File: config.mk
export PLATFORM = sky130hd
export DESIGN_NAME = phase_tuner
export DESIGN_NICKNAME = d
export VERILOG_FILES = /design/src/rtl/tune_pkg.sv /design/src/rtl/tune_ref_rom.sv /design/src/rtl/tune_trial_cmp.sv /design/src/rtl/tune_window.sv /design/src/rtl/phase_tuner.sv
export SDC_FILE = /design/constraint.sdc
export NUM_CORES = 1
export LEC_CHECK = 0
export BUFFER_PORTS_ARGS = -buffer_cell sky130_fd_sc_hd__buf_2
export CAP_MARGIN = 10
export CORE_ASPECT_RATIO = 2
export CORE_MARGIN = 3
export CORE_UTILIZATION = 30
export DETAILED_ROUTE_END_ITERATION = 6
export MAX_ROUTING_LAYER = met4
export PLACE_DENSITY = 0.5
export SETUP_SLACK_MARGIN = 0.5
export SLEW_MARGIN = 20
export SYNTH_ARGS = -nofsm -noshare
export SYNTH_HDL_FRONTEND = slang
export SYNTH_SLANG_ARGS = --single-unit
File: constraint.sdc
create_clock -name clk -period 2.6 [get_ports clk]
set_clock_uncertainty 0.05 [all_clocks]
set_input_delay 0.39 -clock clk [delete_from_list [all_inputs] [get_ports clk]]
set_output_delay 0.39 -clock clk [all_outputs]
set_load 0.03 [all_outputs]
File: src/rtl/tune_pkg.sv
package tune_pkg;

    localparam int PAT_W = 32;

    localparam logic [1:0] BUS_X4 = 2'b01;
    localparam logic [1:0] BUS_X8 = 2'b10;

    localparam logic [PAT_W-1:0] SEED_X4 = 32'h0F1E_2D3C;
    localparam logic [PAT_W-1:0] SEED_X8 = 32'hF0E1_D2C3;

    typedef enum logic [2:0] {
        S_IDLE,
        S_CHECK,
        S_PROG,
        S_ISSUE,
        S_COLLECT,
        S_SCORE,
        S_APPLY,
        S_DONE
    } tune_state_t;

    typedef enum logic [1:0] {
        ERR_NONE    = 2'd0,
        ERR_WIDTH   = 2'd1,
        ERR_NOPASS  = 2'd2,
        ERR_TIMEOUT = 2'd3
    } tune_err_t;

    // Expected word: width seed XOR the index byte copied into every byte lane.
    function automatic logic [PAT_W-1:0] pattern_word(input logic wide, input logic [7:0] k);
        return (wide ? SEED_X8 : SEED_X4) ^ {(PAT_W/8){k}};
    endfunction

endpackage

File: src/rtl/tune_ref_rom.sv
module tune_ref_rom
    import tune_pkg::*;
#(
    parameter int IDX_W = 5
) (
    input  logic             wide_i,
    input  logic [IDX_W-1:0] idx_i,
    output logic [PAT_W-1:0] word_o
);

    logic [7:0] k;

    generate
        if (IDX_W >= 8) begin : g_trunc
            assign k = idx_i[7:0];
        end else begin : g_ext
            assign k = {{(8-IDX_W){1'b0}}, idx_i};
        end
    endgenerate

    assign word_o = pattern_word(wide_i, k);

endmodule

File: src/rtl/tune_trial_cmp.sv
module tune_trial_cmp
    import tune_pkg::*;
#(
    parameter int N4    = 16,
    parameter int N8    = 32,
    parameter int IDX_W = 5
) (
    input  logic             clk,
    input  logic             rst_n,
    input  logic             clear_i,
    input  logic             wide_i,
    input  logic             beat_i,
    input  logic [PAT_W-1:0] rx_word_i,
    input  logic [PAT_W-1:0] ref_word_i,
    output logic [IDX_W-1:0] idx_o,
    output logic             mism_o,
    output logic             last_o
);

    localparam logic [IDX_W-1:0] LAST_X4 = IDX_W'(N4 - 1);
    localparam logic [IDX_W-1:0] LAST_X8 = IDX_W'(N8 - 1);

    logic [IDX_W-1:0] idx_q;
    logic             mism_q;

    always_ff @(posedge clk or negedge rst_n) begin
        if (!rst_n) begin
            idx_q  <= '0;
            mism_q <= 1'b0;
        end else if (clear_i) begin
            idx_q  <= '0;
            mism_q <= 1'b0;
        end else if (beat_i) begin
            idx_q <= idx_q + IDX_W'(1);
            if (rx_word_i != ref_word_i) begin
                mism_q <= 1'b1;
            end
        end
    end

    assign idx_o  = idx_q;
    assign mism_o = mism_q;
    assign last_o = beat_i && (idx_q == (wide_i ? LAST_X8 : LAST_X4));

endmodule

File: src/rtl/tune_window.sv
module tune_window #(
    parameter int IDX_W = 5,
    parameter int LEN_W = 6
) (
    input  logic             clk,
    input  logic             rst_n,
    input  logic             clear_i,
    input  logic             score_i,
    input  logic             pass_i,
    input  logic [IDX_W-1:0] idx_i,
    output logic [IDX_W-1:0] best_start_o,
    output logic [LEN_W-1:0] best_len_o
);

    logic [IDX_W-1:0] cur_start_q, best_start_q, run_start;
    logic [LEN_W-1:0] cur_len_q, best_len_q, run_len;
    logic             prev_q;

    always_comb begin
        if (prev_q) begin
            run_start = cur_start_q;
            run_len   = cur_len_q + LEN_W'(1);
        end else begin
            run_start = idx_i;
            run_len   = LEN_W'(1);
        end
    end

    always_ff @(posedge clk or negedge rst_n) begin
        if (!rst_n) begin
            cur_start_q  <= '0;
            cur_len_q    <= '0;
            best_start_q <= '0;
            best_len_q   <= '0;
            prev_q       <= 1'b0;
        end else if (clear_i) begin
            cur_start_q  <= '0;
            cur_len_q    <= '0;
            best_start_q <= '0;
            best_len_q   <= '0;
            prev_q       <= 1'b0;
        end else if (score_i) begin
            if (pass_i) begin
                cur_start_q <= run_start;
                cur_len_q   <= run_len;
                prev_q      <= 1'b1;
                if (run_len > best_len_q) begin
                    best_start_q <= run_start;
                    best_len_q   <= run_len;
                end
            end else begin
                prev_q <= 1'b0;
            end
        end
    end

    assign best_start_o = best_start_q;
    assign best_len_o   = best_len_q;

endmodule

File: src/rtl/phase_tuner.sv
module phase_tuner
    import tune_pkg::*;
#(
    parameter int CODE_W    = 7,
    parameter int STEP      = 4,
    parameter int OPC_W     = 6,
    parameter int FREQ_W    = 10,
    parameter int SKIP_MHZ  = 52,
    parameter int SDR50_MHZ = 104,
    parameter int N4        = 16,
    parameter int N8        = 32
) (
    input  logic              clk,
    input  logic              rst_n,
    input  logic              start_i,
    input  logic [OPC_W-1:0]  opcode_i,
    input  logic [1:0]        bus_width_i,
    input  logic [FREQ_W-1:0] clk_mhz_i,
    input  logic              sdr50_tune_cap_i,
    output logic              cmd_req_o,
    output logic [OPC_W-1:0]  cmd_opcode_o,
    input  logic              cmd_ack_i,
    input  logic              rx_valid_i,
    input  logic [PAT_W-1:0]  rx_word_i,
    input  logic              rx_timeout_i,
    output logic              dly_load_o,
    output logic [CODE_W-1:0] dly_code_o,
    output logic              done_o,
    output logic              err_o,
    output logic [1:0]        err_code_o,
    output logic [CODE_W-1:0] final_code_o,
    output logic              fixed_mode_o
);

    localparam int CODE_MAX = (1 << CODE_W) - 1;
    localparam int NTRIALS  = (CODE_MAX + STEP - 1) / STEP;
    localparam int TRIAL_W  = (NTRIALS > 1) ? $clog2(NTRIALS) : 1;
    localparam int LEN_W    = $clog2(NTRIALS + 1);
    localparam int WIDX_W   = $clog2(N8);

    tune_state_t state_q, state_d;
    tune_err_t   err_q;

    logic [OPC_W-1:0]  opc_q;
    logic              wide_q, bw_ok_q, cap_q;
    logic [FREQ_W-1:0] mhz_q;
    logic [CODE_W-1:0] code_q, final_q;
    logic [TRIAL_W-1:0] trial_q;
    logic              fixed_q;

    logic              need_tune, more, beat, last_beat, mism;
    logic [CODE_W:0]   code_nx;
    logic [WIDX_W-1:0] widx;
    logic [PAT_W-1:0]  ref_word;
    logic [TRIAL_W-1:0] best_start;
    logic [LEN_W-1:0]  best_len;
    logic [LEN_W:0]    mid_idx;
    logic [CODE_W-1:0] final_c;
    logic              win_clear;

    assign need_tune = (mhz_q > FREQ_W'(SDR50_MHZ)) ||
                       ((mhz_q > FREQ_W'(SKIP_MHZ)) && cap_q);
    assign code_nx   = {1'b0, code_q} + (CODE_W+1)'(STEP);
    assign more      = code_nx < (CODE_W+1)'(CODE_MAX);
    assign beat      = (state_q == S_COLLECT) && rx_valid_i && !rx_timeout_i;
    assign win_clear = (state_q == S_IDLE) && start_i;
    assign mid_idx   = (LEN_W+1)'(best_start) + (LEN_W+1)'(best_len >> 1);
    assign final_c   = CODE_W'(mid_idx * STEP);

    tune_ref_rom #(.IDX_W(WIDX_W)) u_rom (
        .wide_i (wide_q),
        .idx_i  (widx),
        .word_o (ref_word)
    );

    tune_trial_cmp #(.N4(N4), .N8(N8), .IDX_W(WIDX_W)) u_cmp (
        .clk        (clk),
        .rst_n      (rst_n),
        .clear_i    (state_q == S_PROG),
        .wide_i     (wide_q),
        .beat_i     (beat),
        .rx_word_i  (rx_word_i),
        .ref_word_i (ref_word),
        .idx_o      (widx),
        .mism_o     (mism),
        .last_o     (last_beat)
    );

    tune_window #(.IDX_W(TRIAL_W), .LEN_W(LEN_W)) u_win (
        .clk          (clk),
        .rst_n        (rst_n),
        .clear_i      (win_clear),
        .score_i      (state_q == S_SCORE),
        .pass_i       (!mism),
        .idx_i        (trial_q),
        .best_start_o (best_start),
        .best_len_o   (best_len)
    );

    // state register
    always_ff @(posedge clk or negedge rst_n) begin
        if (!rst_n) state_q <= S_IDLE;
        else        state_q <= state_d;
    end

    // transitions
    always_comb begin
        state_d = state_q;
        unique case (state_q)
            S_IDLE:    if (start_i) state_d = S_CHECK;
            S_CHECK:   state_d = (!bw_ok_q || !need_tune) ? S_DONE : S_PROG;
            S_PROG:    state_d = S_ISSUE;
            S_ISSUE:   if (cmd_ack_i) state_d = S_COLLECT;
            S_COLLECT: begin
                if (rx_timeout_i)   state_d = S_DONE;
                else if (last_beat) state_d = S_SCORE;
            end
            S_SCORE:   state_d = more ? S_PROG : S_APPLY;
            S_APPLY:   state_d = S_DONE;
            S_DONE:    state_d = S_IDLE;
            default:   state_d = S_IDLE;
        endcase
    end

    // run datapath
    always_ff @(posedge clk or negedge rst_n) begin
        if (!rst_n) begin
            opc_q   <= '0;
            wide_q  <= 1'b0;
            bw_ok_q <= 1'b0;
            cap_q   <= 1'b0;
            mhz_q   <= '0;
            code_q  <= '0;
            trial_q <= '0;
            final_q <= '0;
            err_q   <= ERR_NONE;
            fixed_q <= 1'b1;
        end else begin
            unique case (state_q)
                S_IDLE: if (start_i) begin
                    opc_q   <= opcode_i;
                    wide_q  <= (bus_width_i == BUS_X8);
                    bw_ok_q <= (bus_width_i == BUS_X8) || (bus_width_i == BUS_X4);
                    cap_q   <= sdr50_tune_cap_i;
                    mhz_q   <= clk_mhz_i;
                end
                S_CHECK: begin
                    final_q <= '0;
                    code_q  <= '0;
                    trial_q <= '0;
                    if (!bw_ok_q) begin
                        err_q   <= ERR_WIDTH;
                        fixed_q <= 1'b1;
                    end else if (!need_tune) begin
                        err_q   <= ERR_NONE;
                        fixed_q <= 1'b1;
                    end else begin
                        err_q   <= ERR_NONE;
                        fixed_q <= 1'b0;
                    end
                end
                S_COLLECT: if (rx_timeout_i) begin
                    err_q   <= ERR_TIMEOUT;
                    fixed_q <= 1'b1;
                    final_q <= '0;
                end
                S_SCORE: if (more) begin
                    code_q  <= code_nx[CODE_W-1:0];
                    trial_q <= trial_q + TRIAL_W'(1);
                end
                S_APPLY: begin
                    if (best_len == '0) begin
                        err_q   <= ERR_NOPASS;
                        fixed_q <= 1'b1;
                        final_q <= '0;
                    end else begin
                        err_q   <= ERR_NONE;
                        fixed_q <= 1'b0;
                        final_q <= final_c;
                    end
                end
                default: ;
            endcase
        end
    end

    // outputs
    always_comb begin
        cmd_req_o    = (state_q == S_ISSUE);
        cmd_opcode_o = opc_q;
        done_o       = (state_q == S_DONE);
        err_o        = (state_q == S_DONE) && (err_q != ERR_NONE);
        dly_load_o   = (state_q == S_PROG) ||
                       ((state_q == S_DONE) && (err_q == ERR_NONE) && !fixed_q);
        dly_code_o   = (state_q == S_DONE) ? final_q : code_q;
        err_code_o   = err_q;
        final_code_o = final_q;
        fixed_mode_o = fixed_q;
    end

endmodule

==> metrics.txt <==
Ports=84; first-pass GRT wire length=about 18 mm; Hold WC Path Type=in2reg; Core Util, Final=between 40% and 50%; gpl congestion=around 0.79; register-to-register setup slack=0.27 ns; Area Overhead vs Synth=29.1%; Max IR drop VDD=0.000527 V; CTS tree=yes; remaining routing DRC violations=0; final worst path period need=between 2 and 2.5 ns; CP delay by family, top=simple AND/OR/NAND/NOR gates; Post-Syn Area per Cell=between 9 and 10 um2; RSZ-0062 raised after global routing=true; synth top area cells=dfrtp_1, mux2_2, ha_1, a21oi_1, nand2_1; P per Cell Area=1140 nW/um2; Initial Utilization=between 30% and 40%; largest fanout on the critical path=6; antenna fix cells=0; Die ar.=15200 um2; cells along the critical path=ha_2 -> nand3_2 -> xnor2_1 -> and2_4 -> ha_4 -> nand4_1 -> buf_4 -> o221a_4 -> nor2_4 -> a211oi_2; layout cells sized above 1=35.3%; initial antenna violation count=0; # clock sinks=69; Worst setup SP type=flip-flop; total number of vias=3606; sequential share of the synthesized area=42.0%; Crit path largest cell delay=0.39 ns; RR Startpoint=u_win.cur_len_q[0]; Setup CP Type=reg2reg; fin nets=about 600; # rows=between 50 and 60; Pre-Repair DR Iteration Count=5; largest net degree at the start of global routing=29; CP bufs+invs=1; htree depth=3; Routed WL=roughly 11 mm; Reg clk slew, reported paths=0.06 ns; Hold Violations, Final=0; CP required=~2.7 ns; Synth Register Bits=69; Mapped Area=approximately 4100 um2; Final setup viols=0; Die Height=about 170 um; commonest non-fill, non-tap cells in the layout=buf_2, dfrtp_1, nand2_1, nor2_1, a21oi_1; All-Layer GR Usage=~16%; worst hold start=clk_mhz_i[4]; Async SR Flop Fraction=between 90% and 100%; YS warnings=0; Arrival @ worst endpoint=roughly 2.5 ns; total clock buffers created by CTS=9; ys flop type=dfrtp_1; unique cell type count in the Yosys netlist=63; Setup crit end kind=flip-flop; Fin Setup TNS=0 ns; HPWL Detailed=about 9 mm; outcome=complete, no violations; Max transition margin=roughly 63%; GRT Residual Overflow=0; worst skew pair latency=approximately 0.33 ns; Slew Viols, Final=0; Hold EP=mhz_q[4]; Root Driver=clkbuf_16; Initial DRC Count=between 80 and 90; Synth top area share=between 40% and 50%; Die Wd=88.8 um; max frequency=roughly 430 MHz; vias per cell=5.29; vias in the first global route=around 3800; EDFF count, synth=0; worst slew pin tran=around 0.55 ns; P_leak=between 2 and 2.5 nW; area of the core=approximately 13000 um2; I/O Buffers=between 70 and 80; gate count after technology mapping=roughly 430; commonest non-fill, non-tap cell in the layout=buf_2; Antenna Violating Nets Remaining=0; max_cap viols=0; hold path depth=2; terminus of the critical flop-to-flop path=u_win.best_len_o[0]; final worst path period share=around 90%; Reg2Reg Depth=10; clock buffer depth=2; drt wl/cell=about 17 um; Synth area leader=dfrtp_1; Slowest-stage cell, CP=dfrtp_1
==> timing repair <==
| action | CTS | global route |
|---|---|---|
| pin swaps | 11 | 10 |
| hold buffers | 1 | 0 |
| gates resized for setup | 19 | 2 |
| buffers inserted | 10 | 3 |
| endpoints found under the hold margin | 17 | 0 |
| gates cloned | 1 | 0 |
| endpoints found under the setup margin | 19 | 17 |
==> worst register-to-register path, cell delays in order (launching register included) <==
cell	delay, ns
dfrtp_1	0.39
ha_2	0.22
nand3_2	0.07
xnor2_1	0.13
and2_4	0.17
ha_4	0.26
nand4_1	0.16
buf_4	0.19
o221a_4	0.24
nor2_4	0.21
a211oi_2	0.11
==> area by class of cell <==
| class | count | area, um2 |
|---|---|---|
| fill | 1313 | 7910 |
| multi-input combinational | 320 | 2360 |
| sequential | 69 | 1730 |
| timing repair buffer | 105 | 604 |
| clock buffer | 11 | 243 |
| tap | 152 | 190 |
| clock inverter | 5 | 108 |
| inverter | 20 | 75.1 |
==> routing by layer <==
layer / GRT usage (%) / routed length, um
met5: - / 0
met4: 6.91 / 295
met3: 2.30 / 372
met2: 31.5 / 6870
met1: 13.7 / 3910
==> flip-flops by register name, indices dropped and copies added, names as in the netlist <==
signal              flops
fixed_mode_o            1
u_win.best_len_o        6
bw_ok_q                 1
trial_q                 5
code_q                  5
cmd_opcode_o            6
u_cmp.idx_o             5
cap_q                   1
err_code_o              2
u_win.cur_len_q         6
mhz_q                  10
state_q                 3
final_code_o            5
u_win.cur_start_q       5
u_win.best_start_o      5
u_cmp.mism_o            1
wide_q                  1
u_win.prev_q            1
==> worst max path at each step <==
| stage | from | slack, ns | endpoint | cells after the start |
|---|---|---|---|---|
| floorplan | u_win.cur_len_q[0] | 0.44 | u_win.best_len_o[0] | 9 |
| global placement | u_win.cur_len_q[0] | 0.26 | u_win.best_start_o[4] | 10 |
| detailed placement | u_win.cur_len_q[0] | 0.16 | u_win.best_start_o[4] | 10 |
| CTS | u_win.cur_len_q[3] | 0.28 | u_win.best_len_o[0] | 9 |
| global route | u_win.cur_len_q[0] | 0.15 | u_win.best_len_o[0] | 10 |
| finish | u_win.cur_len_q[0] | 0.27 | u_win.best_len_o[0] | 10 |
==> power breakdown <==
group	switching, mW	internal, mW
clock network	0.462	0.969
registers	0.414	1.45
logic	1.57	1.16
==> kinds of logic (layout without fill, tap and decap cells) <==
logic type      after synthesis  in the layout  synth area share (%)
mux                          29             29                  7.76
fa+ha+maj                    17             17                  5.35
other cells                   1              4                0.0912
simple gates                142            142                  18.6
buf+inv                      42            141                  4.47
flops                        69             69                  42.0
xor+xnor                     20             20                  4.26
compound gates              108            108                  17.5
==> through the flow <==
stage                     hold WS (ns)  setup WS [ns]  total power [mW]  cell area, um2  instances
after floorplan                 0.0444          0.444              3.61            4210        431
after global placement           0.322          0.256              4.25            4760        651
after detailed placement         0.322          0.161              4.31            4760        651
after CTS                        0.209          0.278              6.06            5280        679
after global routing             0.225          0.149              6.43            5310        682
final                            0.225          0.269              6.03            5310        682
==> cells in the mapped netlist, drive strengths merged (3+ instances only) <==
cell type,count
nor2,34
xor2,13
dfrtp,68
and2,7
a21oi,33
o21ai,30
nor2b,4
nor3,5
nand4,11
a22o,6
o221ai,4
a21o,3
nand2,35
nor4,7
mux2,23
a211oi,9
xnor2,7
buf,14
clkbuf,8
mux2i,6
nand2b,6
nand3b,3
ha,16
inv,20
a22oi,3
nand3,16
nor4bb,3
Note: power is estimated with default switching activity, not from simulation.
